File: config.mk
export PLATFORM = sky130hd
export DESIGN_NAME = rtc_match_counter
export DESIGN_NICKNAME = d
export VERILOG_FILES = /design/src/rtl/rtc_pkg.sv /design/src/rtl/rtc_ctrl.sv /design/src/rtl/rtc_data.sv /design/src/rtl/rtc_match_counter.sv
export SDC_FILE = /design/constraint.sdc
export NUM_CORES = 1
export LEC_CHECK = 0
export ABC_AREA = 0
export ABC_CLOCK_PERIOD_IN_PS = 6800
export BUFFER_PORTS_ARGS = -buffer_cell sky130_fd_sc_hd__buf_2
export CAP_MARGIN = 20
export CELL_PAD_IN_SITES_DETAIL_PLACEMENT = 0
export CELL_PAD_IN_SITES_GLOBAL_PLACEMENT = 2
export CORE_MARGIN = 3
export CORE_UTILIZATION = 45
export DETAILED_ROUTE_END_ITERATION = 10
export GPL_ROUTABILITY_DRIVEN = 0
export GPL_TIMING_DRIVEN = 1
export PLACE_DENSITY_LB_ADDON = 0.1
export SLEW_MARGIN = 20
export SYNTH_ARGS = -nofsm -noshare
export SYNTH_HDL_FRONTEND = slang
export SYNTH_SLANG_ARGS = --single-unit
File: constraint.sdc
create_clock -name clk -period 6.8 [get_ports clk]
set_clock_uncertainty 0.2 [all_clocks]
set_input_delay 1.7 -clock clk [delete_from_list [all_inputs] [get_ports clk]]
set_output_delay 1.7 -clock clk [all_outputs]
set_load 0.02 [all_outputs]
File: src/rtl/rtc_pkg.sv
package rtc_pkg;
  localparam int RTC_BYTES = 5;
  localparam int RTC_W     = 8 * RTC_BYTES;

  typedef struct packed {
    logic [RTC_BYTES-1:0] cntWr;
    logic [RTC_BYTES-1:0] cmpWr;
    logic                 snap;
    logic                 inc;
    logic                 clrEn;
  } rtcStrobe_t;
endpackage

File: src/rtl/rtc_ctrl.sv
module rtc_ctrl
  import rtc_pkg::*;
#(
  parameter int PRESC_BITS = 7,
  parameter int ADDR_W     = 4
) (
  input  logic              clk,
  input  logic              rstN,
  input  logic              wrEn,
  input  logic              rdEn,
  input  logic [ADDR_W-1:0] addr,
  input  logic [7:0]        wrData,
  input  logic [7:0]        cntLow,
  input  logic [RTC_W-9:0]  holdHi,
  input  logic [RTC_W-1:0]  cmpVal,
  input  logic              matchHit,
  output rtcStrobe_t        strobe,
  output logic [7:0]        rdData
);
  localparam int CMP_BASE  = RTC_BYTES;
  localparam int CTRL_ADDR = 2 * RTC_BYTES;

  logic [PRESC_BITS-1:0] presc;
  logic                  tick;
  logic                  cntEn;
  logic                  clrEn;
  logic                  ctrlWr;
  logic [7:0]            rdNext;

  // Free-running prescaler; a tick is a one-cycle enable, never a clock.
  always_ff @(posedge clk or negedge rstN) begin
    if (!rstN) presc <= '0;
    else       presc <= presc + 1'b1;
  end
  assign tick = &presc;

  assign ctrlWr = wrEn && (addr == ADDR_W'(CTRL_ADDR));

  always_ff @(posedge clk or negedge rstN) begin
    if (!rstN) begin
      cntEn <= 1'b0;
      clrEn <= 1'b0;
    end else if (ctrlWr) begin
      cntEn <= wrData[0];
      clrEn <= wrData[1];
    end
  end

  genvar gi;
  generate
    for (gi = 0; gi < RTC_BYTES; gi++) begin : g_dec
      assign strobe.cntWr[gi] = wrEn && (addr == ADDR_W'(gi));
      assign strobe.cmpWr[gi] = wrEn && (addr == ADDR_W'(CMP_BASE + gi));
    end
  endgenerate

  assign strobe.snap  = rdEn && (addr == '0);
  assign strobe.inc   = tick && cntEn;
  assign strobe.clrEn = clrEn;

  always_comb begin
    rdNext = '0;
    if (addr == '0) rdNext = cntLow;
    for (int i = 1; i < RTC_BYTES; i++)
      if (addr == ADDR_W'(i)) rdNext = holdHi[8*(i-1) +: 8];
    for (int i = 0; i < RTC_BYTES; i++)
      if (addr == ADDR_W'(CMP_BASE + i)) rdNext = cmpVal[8*i +: 8];
    if (addr == ADDR_W'(CTRL_ADDR)) rdNext = {matchHit, 5'b0, clrEn, cntEn};
  end

  always_ff @(posedge clk or negedge rstN) begin
    if (!rstN)     rdData <= '0;
    else if (rdEn) rdData <= rdNext;
  end

  p_tick_single_r2: assert property (@(posedge clk) disable iff (!rstN)
    tick |=> !tick);

  p_ctrl_write_r7: assert property (@(posedge clk) disable iff (!rstN)
    ctrlWr |=> (cntEn == $past(wrData[0])) && (clrEn == $past(wrData[1])));
endmodule

File: src/rtl/rtc_data.sv
module rtc_data
  import rtc_pkg::*;
(
  input  logic             clk,
  input  logic             rstN,
  input  rtcStrobe_t       strobe,
  input  logic [7:0]       wrData,
  output logic [RTC_W-1:0] cnt,
  output logic [RTC_W-1:0] cmpReg,
  output logic [RTC_W-1:0] hold,
  output logic             matchHit
);
  logic anyCntWr;
  logic cntNonZero;

  assign anyCntWr   = |strobe.cntWr;
  assign cntNonZero = |cnt;
  assign matchHit   = &(cnt ~^ cmpReg);

  // Host writes win over counting; auto-clear skips the all-zero count.
  always_ff @(posedge clk or negedge rstN) begin
    if (!rstN) begin
      cnt <= '0;
    end else if (anyCntWr) begin
      for (int i = 0; i < RTC_BYTES; i++)
        if (strobe.cntWr[i]) cnt[8*i +: 8] <= wrData;
    end else if (strobe.inc) begin
      if (strobe.clrEn && matchHit && cntNonZero) cnt <= '0;
      else                                        cnt <= cnt + 1'b1;
    end
  end

  always_ff @(posedge clk or negedge rstN) begin
    if (!rstN) begin
      cmpReg <= '0;
    end else begin
      for (int i = 0; i < RTC_BYTES; i++)
        if (strobe.cmpWr[i]) cmpReg[8*i +: 8] <= wrData;
    end
  end

  always_ff @(posedge clk or negedge rstN) begin
    if (!rstN)            hold <= '0;
    else if (strobe.snap) hold <= cnt;
  end

  genvar gb;
  generate
    for (gb = 0; gb < RTC_BYTES; gb++) begin : g_chk
      p_wr_priority_r9: assert property (@(posedge clk) disable iff (!rstN)
        strobe.cntWr[gb] |=> cnt[8*gb +: 8] == $past(wrData));
    end
  endgenerate

  p_hold_r3: assert property (@(posedge clk) disable iff (!rstN)
    (!strobe.inc && !anyCntWr) |=> $stable(cnt));

  p_self_clear_r4: assert property (@(posedge clk) disable iff (!rstN)
    (strobe.inc && strobe.clrEn && matchHit && cntNonZero && !anyCntWr) |=> cnt == '0);

  p_zero_step_r5: assert property (@(posedge clk) disable iff (!rstN)
    (strobe.inc && !cntNonZero && !anyCntWr) |=> cnt == RTC_W'(1));

  p_snapshot_r8: assert property (@(posedge clk) disable iff (!rstN)
    !strobe.snap |=> $stable(hold));
endmodule

File: src/rtl/rtc_match_counter.sv
module rtc_match_counter
  import rtc_pkg::*;
#(
  parameter int PRESC_BITS = 7,
  parameter int ADDR_W     = 4
) (
  input  logic              clk,
  input  logic              rstN,
  input  logic              wrEn,
  input  logic              rdEn,
  input  logic [ADDR_W-1:0] addr,
  input  logic [7:0]        wrData,
  output logic [7:0]        rdData,
  output logic              matchHit
);
  rtcStrobe_t       strobe;
  logic [RTC_W-1:0] cnt;
  logic [RTC_W-1:0] cmpReg;
  logic [RTC_W-1:0] hold;
  logic [7:0]       holdLowUnused;

  assign holdLowUnused = hold[7:0];

  rtc_ctrl #(.PRESC_BITS(PRESC_BITS), .ADDR_W(ADDR_W)) u_ctrl (
    .clk(clk), .rstN(rstN), .wrEn(wrEn), .rdEn(rdEn), .addr(addr),
    .wrData(wrData), .cntLow(cnt[7:0]), .holdHi(hold[RTC_W-1:8]),
    .cmpVal(cmpReg), .matchHit(matchHit), .strobe(strobe), .rdData(rdData)
  );

  rtc_data u_data (
    .clk(clk), .rstN(rstN), .strobe(strobe), .wrData(wrData),
    .cnt(cnt), .cmpReg(cmpReg), .hold(hold), .matchHit(matchHit)
  );

  p_rst_match_r1: assert property (@(posedge clk)
    !rstN |=> (rstN || matchHit));
endmodule

==> impl_metrics.csv <==
group,metric,value,unit
worst_setup_path,path_max_fanout,8,
synthesis,synth_top_family_by_area,"compound AO/OA/AOI/OAI gates",
timing,hold_violations,0,
final_layout,layout_commonest_cell,"dfrtp_1",
place,port_buffers,24,
synthesis,synth_cells,730,
worst_setup_path,cp.arrival,2.63,ns
grt,grt_use_met2,42.5,%
synthesis,synth_compound_area_share,17.0,%
routing,drtAntennaViolNets,0,
worst_setup_path,critPathLaunch,"u_data.cnt[32]",
cts,post_cts_resized,0,
worst_setup_path,crit-reg2reg-launch,"u_data.cnt[32]",
grt,grt_pass1_wl,36.5,mm
die,core-area,0.0161,mm2
timing,fin_setup_tns,0,ns
synthesis,yosys_warnings,0,
worst_setup_path,criticalPathCategory,"flop to output port",
synthesis,syn_nets,749,
synthesis,synth_area,0.00744,mm2
cts,postCtsSetupRepairBufs,0,
routing,vias,6010,
grt,grtUsageMet3,3.95,%
timing,setup_slack,2.27,ns
routing,first_pass_iters,5,
power,ir_drop,0.187,mV
timing,worst_slew_pin_slew,1.09,ns
final_layout,final_nets,739,
synthesis,muxShareOfSynthArea,14.8,%
grt,met1_usage,38.9,%
die,dieWidth,135,um
grt,grt_max_degree,81,
worst_setup_path,start_kind,"flop",
power,leakagePower,3.52,nW
final_layout,area_growth_syn_to_layout,11.1,%
final_layout,ff_latch_area,0.00323,mm2
timing,slew_headroom,27.1,%
final_layout,final_cell_mix,"dfrtp_1, mux2_2, o21ai_0, nand2_1, xor2_1",
routing,drc,0,
run,cap_violations,0,
synthesis,synth_edf_count,0,
cts,cts_buffers,17,
timing,drv_slew,0,
die,start_util,46.3,%
timing,layout_min_cycle_time,4.53,ns
synthesis,synth-async-reset-ratio,100,%
synthesis,seq_area_frac_synth,43.4,%
cts,h-tree-depth,4,
cts,cts_tree,"built",
synthesis,synth_fa_ha_area_share,0.505,%
place,place_worst_setup_slack,2.16,ns
worst_hold_path,hp-start,"u_ctrl.presc[4]",
worst_setup_path,critPathRequiredTime,4.90,ns
timing,max_freq,0.221,GHz
cts,ctsHoldBuffers,0,
final_layout,fill_cells,1458,
timing,setup_viol,0,
die,dieArea,0.0181,mm2
routing,drt-total-wl,23.7,mm
grt,grt_overflow,0,
final_layout,multi_input_area,0.00385,mm2
timing,rsz0062_at_grt,"no",
grt,antenna_found_initial,0,
power,cellPowerDensity,299,mW/mm2
routing,via_per_inst,6.33,
timing,period_share,66.6,%
final_layout,diodes,0,
grt,grt_usage,27.2,%
cts,cts_root_buf,"clkbuf_16",
synthesis,avgSynthCellArea,10.2,um2
worst_setup_path,end_kind,"output port",
synthesis,synth_ff_type,"dfrtp_1",
die,die_h,135,um
die,core.rowCount,46,
routing,wire_per_inst,25.0,um
final_layout,layout-drive-gt1-share,21.1,%
cts,clock_latency,0.43,ns
synthesis,synth_seq_cells,129,
cts,cts.path.max_buffers,2,
grt,grt-busiest-layer,"met2",
grt,grt_pass1_vias,5723,
synthesis,synth-simple-area-share,14.2,%
synthesis,synth-xor-area-share,5.30,%
worst_hold_path,hold_path.class,"flop to flop",
cts,cts.sinks,129,
synthesis,synth_cell_type_count,59,
die,io_pins,25,
cts,clkTransAtPathRegs,0.06,ns
routing,drt_iter0_drc,504,
place,dp_hpwl,16.6,mm
status,outcome,"finished clean",
## sequential cells by signal, summed over array words and instances (netlist names)
| signal | cells |
|---|---|
| u_data.hold | 32 |
| u_ctrl.cntEn | 1 |
| u_ctrl.clrEn | 1 |
| u_ctrl.rdData | 8 |
| u_data.cnt | 40 |
| u_data.cmpReg | 40 |
| u_ctrl.presc | 7 |
## synth_stat cells (all sizes together), types with 2 or more instances
cell	count	area share (%)
a221o	2	0.27
inv	14	0.71
and2	2	0.17
o21a	4	0.40
o41ai	19	2.6
and4	4	0.50
ha	3	0.50
nor3	17	1.1
a32oi	2	0.24
nand2	44	2.2
o31ai	17	1.8
o21ai	56	3.8
nand4b	2	0.24
o221ai	3	0.35
a21o	2	0.20
mux2	76	12
or2	2	0.17
or3	4	0.40
dfrtp	129	43
xor2	41	4.8
a211oi	3	0.30
and3	12	1.0
xnor2	4	0.47
o22ai	3	0.25
nor4	19	1.6
mux4	6	1.8
mux2i	11	1.5
a22o	36	4.2
clkbuf	30	1.5
or4	5	0.56
nand2b	7	0.59
a31oi	3	0.25
buf	35	2.6
nand4	13	1.1
nor2b	9	0.76
nor2	39	2.0
a21oi	13	0.87
o211ai	6	0.61
nand3	24	1.6
## worst max-delay path, stage by stage, from the launching register on
cell     delay (ns)
dfrtp_1        0.55
xor2_1         0.23
nor4_1         0.46
nand4_1        0.29
nor3_1         0.42
buf_2          0.25
## per-stage QoR
stage,cell area [um2],std cells,power (W),util (%),hold slack [ns]
floorplan,7440,730,0.00131,-,0.238
global placement,7620,917,0.00147,47.5,0.255
detailed placement,7620,917,0.00148,47.5,0.257
CTS,8260,949,0.00247,51.4,0.272
global route,8260,949,0.00257,51.4,0.283
finish,8260,949,0.00247,51.4,0.270
## path summary, 6_finish.rpt
check                                  end  slack, ns  cells after the start
max in group asynchronous  u_data.hold[15]       4.15                      2
min reg2reg                u_ctrl.presc[4]       0.27                      1
max                               matchHit       2.27                      5
max reg2reg                 u_data.cnt[24]       3.42                      7
min                        u_ctrl.presc[4]       0.27                      1
min in group asynchronous  u_ctrl.presc[4]       1.11                      1
## routing by layer
layer / routed length [um] / vias up
met5: 0 / -
met1: 10700 / 3054
met3: 1400 / 32
li1: - / 2695
met4: 584 / 0
met2: 11000 / 229
## area by class of cell
cell class / count / share of cell area [%]
clock buffers: 22 / 5.86
clock inverters: 10 / 1.88
inverters: 14 / 0.636
multi-input cells: 522 / 46.7
flip-flops and latches: 129 / 39.1
well taps: 216 / 3.27
repair buffers: 36 / 2.62
## power by group
part	total, W	internal [W]	switching (W)
registers	0.00108	0.000890	0.000186
logic	0.000393	0.000197	0.000196
clock network	0.000999	0.000650	0.000350
total	0.00247	0.00174	0.000731
## cells by family (layout without fill, tap and decap cells)
logic type	Yosys count	count (layout)
and+or+nand+nor	205	205
AOI/OAI and AO/OA	176	176
DFF	129	129
muxes	93	93
buffers and inverters	79	82
xor gates and xnor gates	45	45
adders and majority gates	3	3
Note: power is estimated with default switching activity, not from simulation.
